**src/rtl/rpk_pkg.sv**
```systemverilog
package rpk_pkg;
  localparam int RPK_DATA_W = 16;
  localparam int RPK_NSRC   = 3;
  localparam int RPK_SRC_W  = 2;

  localparam logic [RPK_SRC_W-1:0] SRC_A = 2'd0;
  localparam logic [RPK_SRC_W-1:0] SRC_B = 2'd1;
  localparam logic [RPK_SRC_W-1:0] SRC_C = 2'd2;

  // next source in the round-robin turn order
  function automatic logic [RPK_SRC_W-1:0] next_src(input logic [RPK_SRC_W-1:0] s);
    next_src = (s == SRC_C) ? SRC_A : s + 1'b1;
  endfunction

  // later half on top, earlier half at the bottom
  function automatic logic [2*RPK_DATA_W-1:0] join_pair(input logic [RPK_DATA_W-1:0] later,
                                                        input logic [RPK_DATA_W-1:0] earlier);
    join_pair = {later, earlier};
  endfunction
endpackage

```
**src/rtl/rpk_src_sel.sv**
```systemverilog
module rpk_src_sel
  import rpk_pkg::*;
#(
  parameter int DATA_W = RPK_DATA_W,
  parameter int NSRC   = RPK_NSRC
) (
  input  logic [NSRC-1:0]             vld,
  input  logic [NSRC-1:0][DATA_W-1:0] dat,
  input  logic [RPK_SRC_W-1:0]        cur_src,
  input  logic                        enable,
  output logic [NSRC-1:0]             take_vec,
  output logic                        take,
  output logic [DATA_W-1:0]           take_data
);
  for (genvar i = 0; i < NSRC; i++) begin : g_hit
    assign take_vec[i] = enable && vld[i] && (cur_src == RPK_SRC_W'(i));
  end

  assign take = |take_vec;

  always_comb begin
    take_data = '0;
    for (int i = 0; i < NSRC; i++) begin
      if (take_vec[i]) take_data = take_data | dat[i];
    end
  end
endmodule

```
**src/rtl/rpk_pair_builder.sv**
```systemverilog
module rpk_pair_builder
  import rpk_pkg::*;
#(
  parameter int DATA_W = RPK_DATA_W,
  localparam int WORD_W = 2 * DATA_W
) (
  input  logic                 clk,
  input  logic                 rst_n,
  input  logic                 restart,
  input  logic                 take,
  input  logic [DATA_W-1:0]    take_data,
  output logic [RPK_SRC_W-1:0] src_q,
  output logic                 slot_q,
  output logic                 pair_done,
  output logic [WORD_W-1:0]    word_q
);
  logic [DATA_W-1:0] low_q;

  assign pair_done = take && slot_q && !restart;

  always_ff @(posedge clk or negedge rst_n) begin
    if (!rst_n) begin
      src_q  <= SRC_A;
      slot_q <= 1'b0;
      low_q  <= '0;
      word_q <= '0;
    end else if (restart) begin
      src_q  <= SRC_A;
      slot_q <= 1'b0;
    end else if (take) begin
      src_q <= next_src(src_q);
      if (!slot_q) begin
        low_q  <= take_data;
        slot_q <= 1'b1;
      end else begin
        word_q <= join_pair(take_data, low_q);
        slot_q <= 1'b0;
      end
    end
  end
endmodule

```
**src/rtl/rpk_req_ctrl.sv**
```systemverilog
module rpk_req_ctrl (
  input  logic clk,
  input  logic rst_n,
  input  logic pair_done,
  input  logic req_en,
  input  logic ack,
  output logic req,
  output logic ovr
);
  logic raise;
  logic lost;

  assign raise = pair_done && req_en;
  assign lost  = raise && req && !ack;

  always_ff @(posedge clk or negedge rst_n) begin
    if (!rst_n) begin
      req <= 1'b0;
      ovr <= 1'b0;
    end else begin
      if (raise)    req <= 1'b1;
      else if (ack) req <= 1'b0;
      if (lost)     ovr <= 1'b1;
    end
  end
endmodule

```
**src/rtl/rotating_packer.sv**
```systemverilog
module rotating_packer
  import rpk_pkg::*;
#(
  parameter int DATA_W = RPK_DATA_W,
  parameter int MODE_W = 2,
  parameter logic [MODE_W-1:0] REQ_MODE = 2'b10,
  localparam int WORD_W = 2 * DATA_W
) (
  input  logic              clk,
  input  logic              rst_n,
  input  logic [MODE_W-1:0] dma_mode,
  input  logic              a_valid,
  input  logic [DATA_W-1:0] a_data,
  input  logic              b_valid,
  input  logic [DATA_W-1:0] b_data,
  input  logic              c_valid,
  input  logic [DATA_W-1:0] c_data,
  input  logic              dma_ack,
  output logic [WORD_W-1:0] pack_word,
  output logic              dma_req,
  output logic              overrun
);
  logic [MODE_W-1:0]                 mode_q;
  logic                              mode_chg;
  logic [RPK_NSRC-1:0]               vld;
  logic [RPK_NSRC-1:0][DATA_W-1:0]   dat;
  logic [RPK_NSRC-1:0]               take_vec;
  logic                              take;
  logic [DATA_W-1:0]                 take_data;
  logic [RPK_SRC_W-1:0]              src_q;
  logic                              slot_q;
  logic                              pair_done;

  always_ff @(posedge clk or negedge rst_n) begin
    if (!rst_n) mode_q <= '0;
    else        mode_q <= dma_mode;
  end

  assign mode_chg = (dma_mode != mode_q);
  assign vld = {c_valid, b_valid, a_valid};
  assign dat = {c_data, b_data, a_data};

  rpk_src_sel #(.DATA_W(DATA_W), .NSRC(RPK_NSRC)) u_sel (
    .vld(vld), .dat(dat), .cur_src(src_q), .enable(!mode_chg),
    .take_vec(take_vec), .take(take), .take_data(take_data)
  );

  rpk_pair_builder #(.DATA_W(DATA_W)) u_pair (
    .clk(clk), .rst_n(rst_n), .restart(mode_chg), .take(take),
    .take_data(take_data), .src_q(src_q), .slot_q(slot_q),
    .pair_done(pair_done), .word_q(pack_word)
  );

  rpk_req_ctrl u_req (
    .clk(clk), .rst_n(rst_n), .pair_done(pair_done),
    .req_en(dma_mode == REQ_MODE), .ack(dma_ack),
    .req(dma_req), .ovr(overrun)
  );
endmodule

```
**config.mk**
```make
export PLATFORM = sky130hd
export DESIGN_NAME = rotating_packer
export DESIGN_NICKNAME = d
export VERILOG_FILES = /design/src/rtl/rpk_pkg.sv /design/src/rtl/rpk_src_sel.sv /design/src/rtl/rpk_pair_builder.sv /design/src/rtl/rpk_req_ctrl.sv /design/src/rtl/rotating_packer.sv
export SDC_FILE = /design/constraint.sdc
export NUM_CORES = 1
export LEC_CHECK = 0
export BUFFER_PORTS_ARGS = -buffer_cell sky130_fd_sc_hd__buf_2
export CORE_MARGIN = 2
export CORE_UTILIZATION = 30
export DETAILED_ROUTE_END_ITERATION = 10
export GPL_TIMING_DRIVEN = 0
export HOLD_SLACK_MARGIN = 0.08
export PLACE_DENSITY = 0.62
export SETUP_SLACK_MARGIN = 0.05
export SKIP_CTS_REPAIR_TIMING = 1
export SYNTH_ARGS = -nofsm -noshare
export SYNTH_HDL_FRONTEND = slang
export SYNTH_SLANG_ARGS = --single-unit
```
**constraint.sdc**
```tcl
create_clock -name clk -period 4.2 [get_ports clk]
set_input_delay 0.42 -clock clk [delete_from_list [all_inputs] [get_ports clk]]
set_output_delay 0.42 -clock clk [all_outputs]
set_load 0.01 [all_outputs]
```
### Word-level counts from Yosys, hierarchy flattened

Cells that the tools add are included.
W data, S select, Z words.

| operators by class | value |
|---|---|
| add/sub/neg operators | 1 |
| eq/ne operators | 4 |
| mux-type cells | 11 |
| bitwise logic cells | 4 |
| reduce and logical (&&, ||, !) cells | 19 |

Operator list:

| kind | count |
|---|---|
| $mux W16 | 3 |
| $or A16 B16 Y16 | 2 |
| $logic_and A1 B1 Y1 | 11 |
| $mux W2 | 3 |
| $reduce_and A3 Y1 | 2 |
| $mux W1 | 5 |
| $eq A2 B2 Y1 const B | 2 |
| $reduce_bool A2 Y1 | 2 |
| $reduce_or A3 Y1 | 1 |
| $add A2 B1 Y2 const B | 1 |
| $eq A2 B1 Y1 const B | 1 |
| $logic_not A1 Y1 | 2 |
| $logic_not A2 Y1 | 1 |
| $ne A2 B2 Y1 | 1 |
| $not A1 Y1 | 2 |

| word-level totals | value |
|---|---|
| register bits after elaboration | 55 |
| output and inout port bits | 34 |
| word-level logic and storage cells | 46 |

### Longest topological paths before layout

| logic depth | value |
|---|---|
| depth after elaboration | 10 |
| depth in mapped cells | 6 |

### By module

From an unflattened synthesis, not the netlist that was laid out.

| unflattened totals | value |
|---|---|
| cells, all modules | 168 |
| area total of the unflattened synthesis | 2411.1 um^2 |

Modules (own cells, without submodules):

| module | instances | cells each | area an instance (um^2) | sequential area each (um^2) |
|---|---|---|---|---|
| rpk_pair_builder | 1 | 114 | 1931.9 | 1276.2 |
| rpk_src_sel | 1 | 42 | 319.1 | 0.0 |
| rotating_packer | 1 | 7 | 86.3 | 50.0 |
| rpk_req_ctrl | 1 | 5 | 73.8 | 50.0 |

### Worst setup path before layout

No wires, ideal clock.

| path | value |
|---|---|
| path type | input-to-reg |
| start point | in a_valid |
| end point | reg u_pair.word_q[10] |
| setup time | 0.125 ns |
| data arrival time | 1.782 ns |
| slack | 2.293 ns |
| stages on the path | 6 |
| path buffers | 2 |
| cells stage by stage | buf_4 mux2i_1 mux2_4 nor3b_4 buf_6 mux2_2 |

| between the ends | value |
|---|---|
| longest elaborated chain between the ends | 4 |

Ends and longest elaborated chain:

| item | RTL line | RTL |
|---|---|---|
| start, declared | rotating_packer.sv:12 | `input logic a_valid,` |
| $logic_and A1 B1 Y1 (2 in series) | rpk_src_sel.sv:16 | `assign take_vec[i] = enable && vld[i] && (cur_src == RPK_SRC_W'(i));` |
| $reduce_or A3 Y1 | rpk_src_sel.sv:19 | `assign take = \|take_vec;` |
| $reduce_and A3 Y1 (no source line) | n/a |  |
| end signal, assigned | rpk_pair_builder.sv:36 | `word_q <= join_pair(take_data, low_q);` |
| end, declared | rpk_pair_builder.sv:15 | `output logic [WORD_W-1:0] word_q` |

Every way passes these cells.
A chain may end at the register's enable or synchronous reset.

### Final worst setup path

| path | value |
|---|---|
| start point | reg u_pair.src_q[1] |
| end point | reg u_pair.low_q[13] |

| between the ends | value |
|---|---|
| longest elaborated chain between the ends | 7 |
| elaborated cells between the ends (all ways) | 13 |

Ends and longest elaborated chain:

| item | RTL line | RTL |
|---|---|---|
| start, declared | rpk_pair_builder.sv:12 | `output logic [RPK_SRC_W-1:0] src_q,` |
| start signal, assigned | rpk_pair_builder.sv:31 | `src_q <= next_src(src_q);` |
| $logic_not A2 Y1 | rpk_src_sel.sv:16 |  |
| $logic_and A1 B1 Y1 | rpk_src_sel.sv:16 |  |
| $mux W16 | rpk_src_sel.sv:24 | `if (take_vec[i]) take_data = take_data \| dat[i];` |
| $or A16 B16 Y16 | rpk_src_sel.sv:24 |  |
| $mux W16 | rpk_src_sel.sv:24 |  |
| $or A16 B16 Y16 | rpk_src_sel.sv:24 |  |
| $mux W16 | rpk_src_sel.sv:24 |  |
| end signal, assigned | rpk_pair_builder.sv:33 | `low_q <= take_data;` |
| end, declared | rpk_pair_builder.sv:17 | `logic [DATA_W-1:0] low_q;` |

Several ways; a longest one is shown, not always the timed one.

==> results.cfg <==
[run_status]
status = finished, final reports clean

[cells_and_area]
multiInputGateArea_mm2 = 0.00105
regArea_mm2 = 0.00138
final_cell_count_no_fill = 404
area_delta_synth_final_pct = 26.1
antennaDiodeCount = 0
fillers = 837
fin_nets = 354
drive_gt1_share_pct = 51.2

[setup_path]
reg2reg_slack_ns = 2.07
cp-end-kind = flop
worst_ep_arrival_time_ns = 2.32
worstPathRequired_ns = 4.39
path_max_fanout = 10
start_kind = flop
crit_type = flop to flop

[synthesis]
synth-seq-cells = 55
avgSynthCellArea_um2 = 12.4
synthesis.area_mm2 = 0.00252
syn-num-nets = 259
synthCells = 203
synth_cell_types = 27
seq_area_frac_synth_pct = 54.6
synth_warnings = 0

[timing]
slew_headroom_pct = 52.9
max_freq_mhz = 470
finalClockSkew_ns = 0.00674
setup_violations = 0
hold_viol_final = 0
fin_crit_ns = 2.13
worst_pin_slew_ns = 0.706
grt_setup_unrepaired = false
slew_viol_final = 0
setup_tns_ns = 0
finalHoldWorstSlack_ns = 0.163
finalCritPeriodShare_pct = 50.7

[placement]
placed_cells = 396
gp_congestion = 0.742
hpwl_mm = 4.46
portBuffers = 88

[clocking]
htree_levels = 2
cts_tree = built
root_buffer = clkbuf_8
clk_pin_slew_ns = 0.09
insertion_delay_ns = 0.30
clock-sinks = 55
clockBufferDepth = 2
cts_made_buffers = 5

[power_and_ir_drop]
leakage_nw = 1.66
power_mw = 1.39
ir_drop_mv = 0.147
p_per_area_mw_per_mm2 = 439

[grt]
grtUsageTotal_pct = 13.5
grt_start_max_net_pins = 56
grtUsageMet2_pct = 24.0
grt_pass1_wl_mm = 9.34
grt-ovfl-total = 0
grt_pass1_vias = 1896
met3_usage_pct = 3.64
antenna_found_initial = 0
met1_usage_pct = 16.3
busiest_layer = met2

[worst_hold_path]
hold_path_class = primary input to async pin

[floorplanning]
num_io_pins = 90
rows = 33
die_h_um = 95.7
fp.dieArea_mm2 = 0.00915
die_w_um = 95.7
start_util_pct = 30.8
core_area_mm2 = 0.00818

[routing]
drtAntennaViolNets = 0
vias = 1906
wl_mm = 6.03
drc_errors = 0
drtIter0Drc = 35
first_pass_iters = 3
viasPerCell = 4.72
avgRoutedWirePerCell_um = 14.9

[run]
maxCapViolCount = 0
==> metrics by stage <==
| stage | area, um2 | util [%] | worst slack (ns) |
|---|---|---|---|
| after floorplan | 2520 | - | 2.29 |
| after global placement | 3090 | 37.8 | 2.07 |
| after detailed placement | 3090 | 37.8 | 2.01 |
| after CTS | 3180 | 38.9 | 2.02 |
| after global routing | 3180 | 38.9 | 1.85 |
| final | 3180 | 38.9 | 2.07 |
==> final timing paths <==
kind | start | endpoint | cells past startpoint
hold / removal | rst_n | u_pair.low_q[4] | 1
hold reg to reg | u_req.ovr | u_req.ovr | 1
min in group clk | dma_mode[0] | mode_q[0] | 1
setup / recovery | u_pair.src_q[1] | u_pair.low_q[13] | 5
max in group asynchronous | rst_n | u_pair.word_q[11] | 1
setup reg to reg | u_pair.src_q[1] | u_pair.low_q[13] | 5
==> placed cells by master (no fill, tap or decap), drive strengths merged <==
cell type   n
mux2i       1
clkbuf     14
xor2        1
a2bb2oi    16
mux2       49
nand2      33
or3b        1
a31o        1
a41o        1
xnor2       2
nor2        2
inv         2
nor2b       1
buf        93
a21oi       1
clkinv      3
nor3b       1
o21ai      17
nand2b      1
dfrtp      55
nor3        1
and2        1
and3b       1
a22oi       1
==> cell type report <==
cell class / count / share of cell area (%)
Buffer: 14 / 2.72
Clock buffer: 5 / 2.16
Clock inverter: 3 / 0.472
Inverter: 2 / 0.236
Multi-Input combinational cell: 132 / 33.1
Sequential cell: 55 / 43.3
Tap cell: 105 / 4.13
Timing Repair Buffer: 88 / 13.9
==> state kept, by name (all words and copies together) (netlist names) <==
| register | cells |
|---|---|
| u_pair.low_q | 16 |
| u_req.req | 1 |
| mode_q | 2 |
| u_pair.src_q | 2 |
| u_pair.slot_q | 1 |
| u_pair.word_q | 32 |
| u_req.ovr | 1 |
==> worst max-delay path, stage by stage (launching register included) <==
cell,delay (ns)
dfrtp_1,0.40
clkbuf_1,0.48
clkbuf_1,0.47
a2bb2oi_1,0.26
o21ai_0,0.12
mux2_2,0.29
==> logic make-up (layout without fill, tap and decap cells) <==
family | count (synthesis) | count (layout) | synth area share (%)
flip-flops | 55 | 55 | 54.6
multiplexers | 50 | 50 | 22.4
AND/OR/NAND/NOR | 42 | 42 | 8.04
AO/OA/AOI/OAI | 37 | 37 | 10.2
buffers and inverters | 16 | 112 | 3.72
XOR/XNOR | 3 | 3 | 1.04
==> power breakdown <==
part           switching (mW)  internal (mW)  total, mW
Sequential             0.0664          0.671      0.737
Combinational           0.169          0.207      0.377
Clock                   0.165          0.115      0.280
==> layer usage <==
layer	part of all wire [%]	wire length, um
met1	42	2540
met2	50	3020
met3	7.0	422
met4	0.70	42
met5	0	0
==> Yosys cell counts <==
master | number | area, um2
dfrtp_1 | 55 | 1380
mux2_2 | 47 | 529
nand2_1 | 33 | 124
a2bb2oi_1 | 16 | 140
o21ai_0 | 14 | 70.1
clkbuf_1 | 9 | 33.8
buf_6 | 4 | 45.0
o21ai_1 | 3 | 15.0
inv_1 | 2 | 7.51
nor2_1 | 2 | 7.51
xnor2_1 | 2 | 17.5
a21oi_1 | 1 | 5.00
a22oi_1 | 1 | 7.51
a31o_2 | 1 | 8.76
a41o_1 | 1 | 10.0
and2_1 | 1 | 6.26
and3b_1 | 1 | 8.76
buf_4 | 1 | 7.51
mux2_1 | 1 | 11.3
mux2_4 | 1 | 15.0
mux2i_1 | 1 | 10.0
nand2b_1 | 1 | 6.26
nor2b_1 | 1 | 6.26
nor3_4 | 1 | 16.3
nor3b_4 | 1 | 18.8
or3b_2 | 1 | 8.76
xor2_1 | 1 | 8.76
Note: power is estimated with default switching activity, not from simulation.
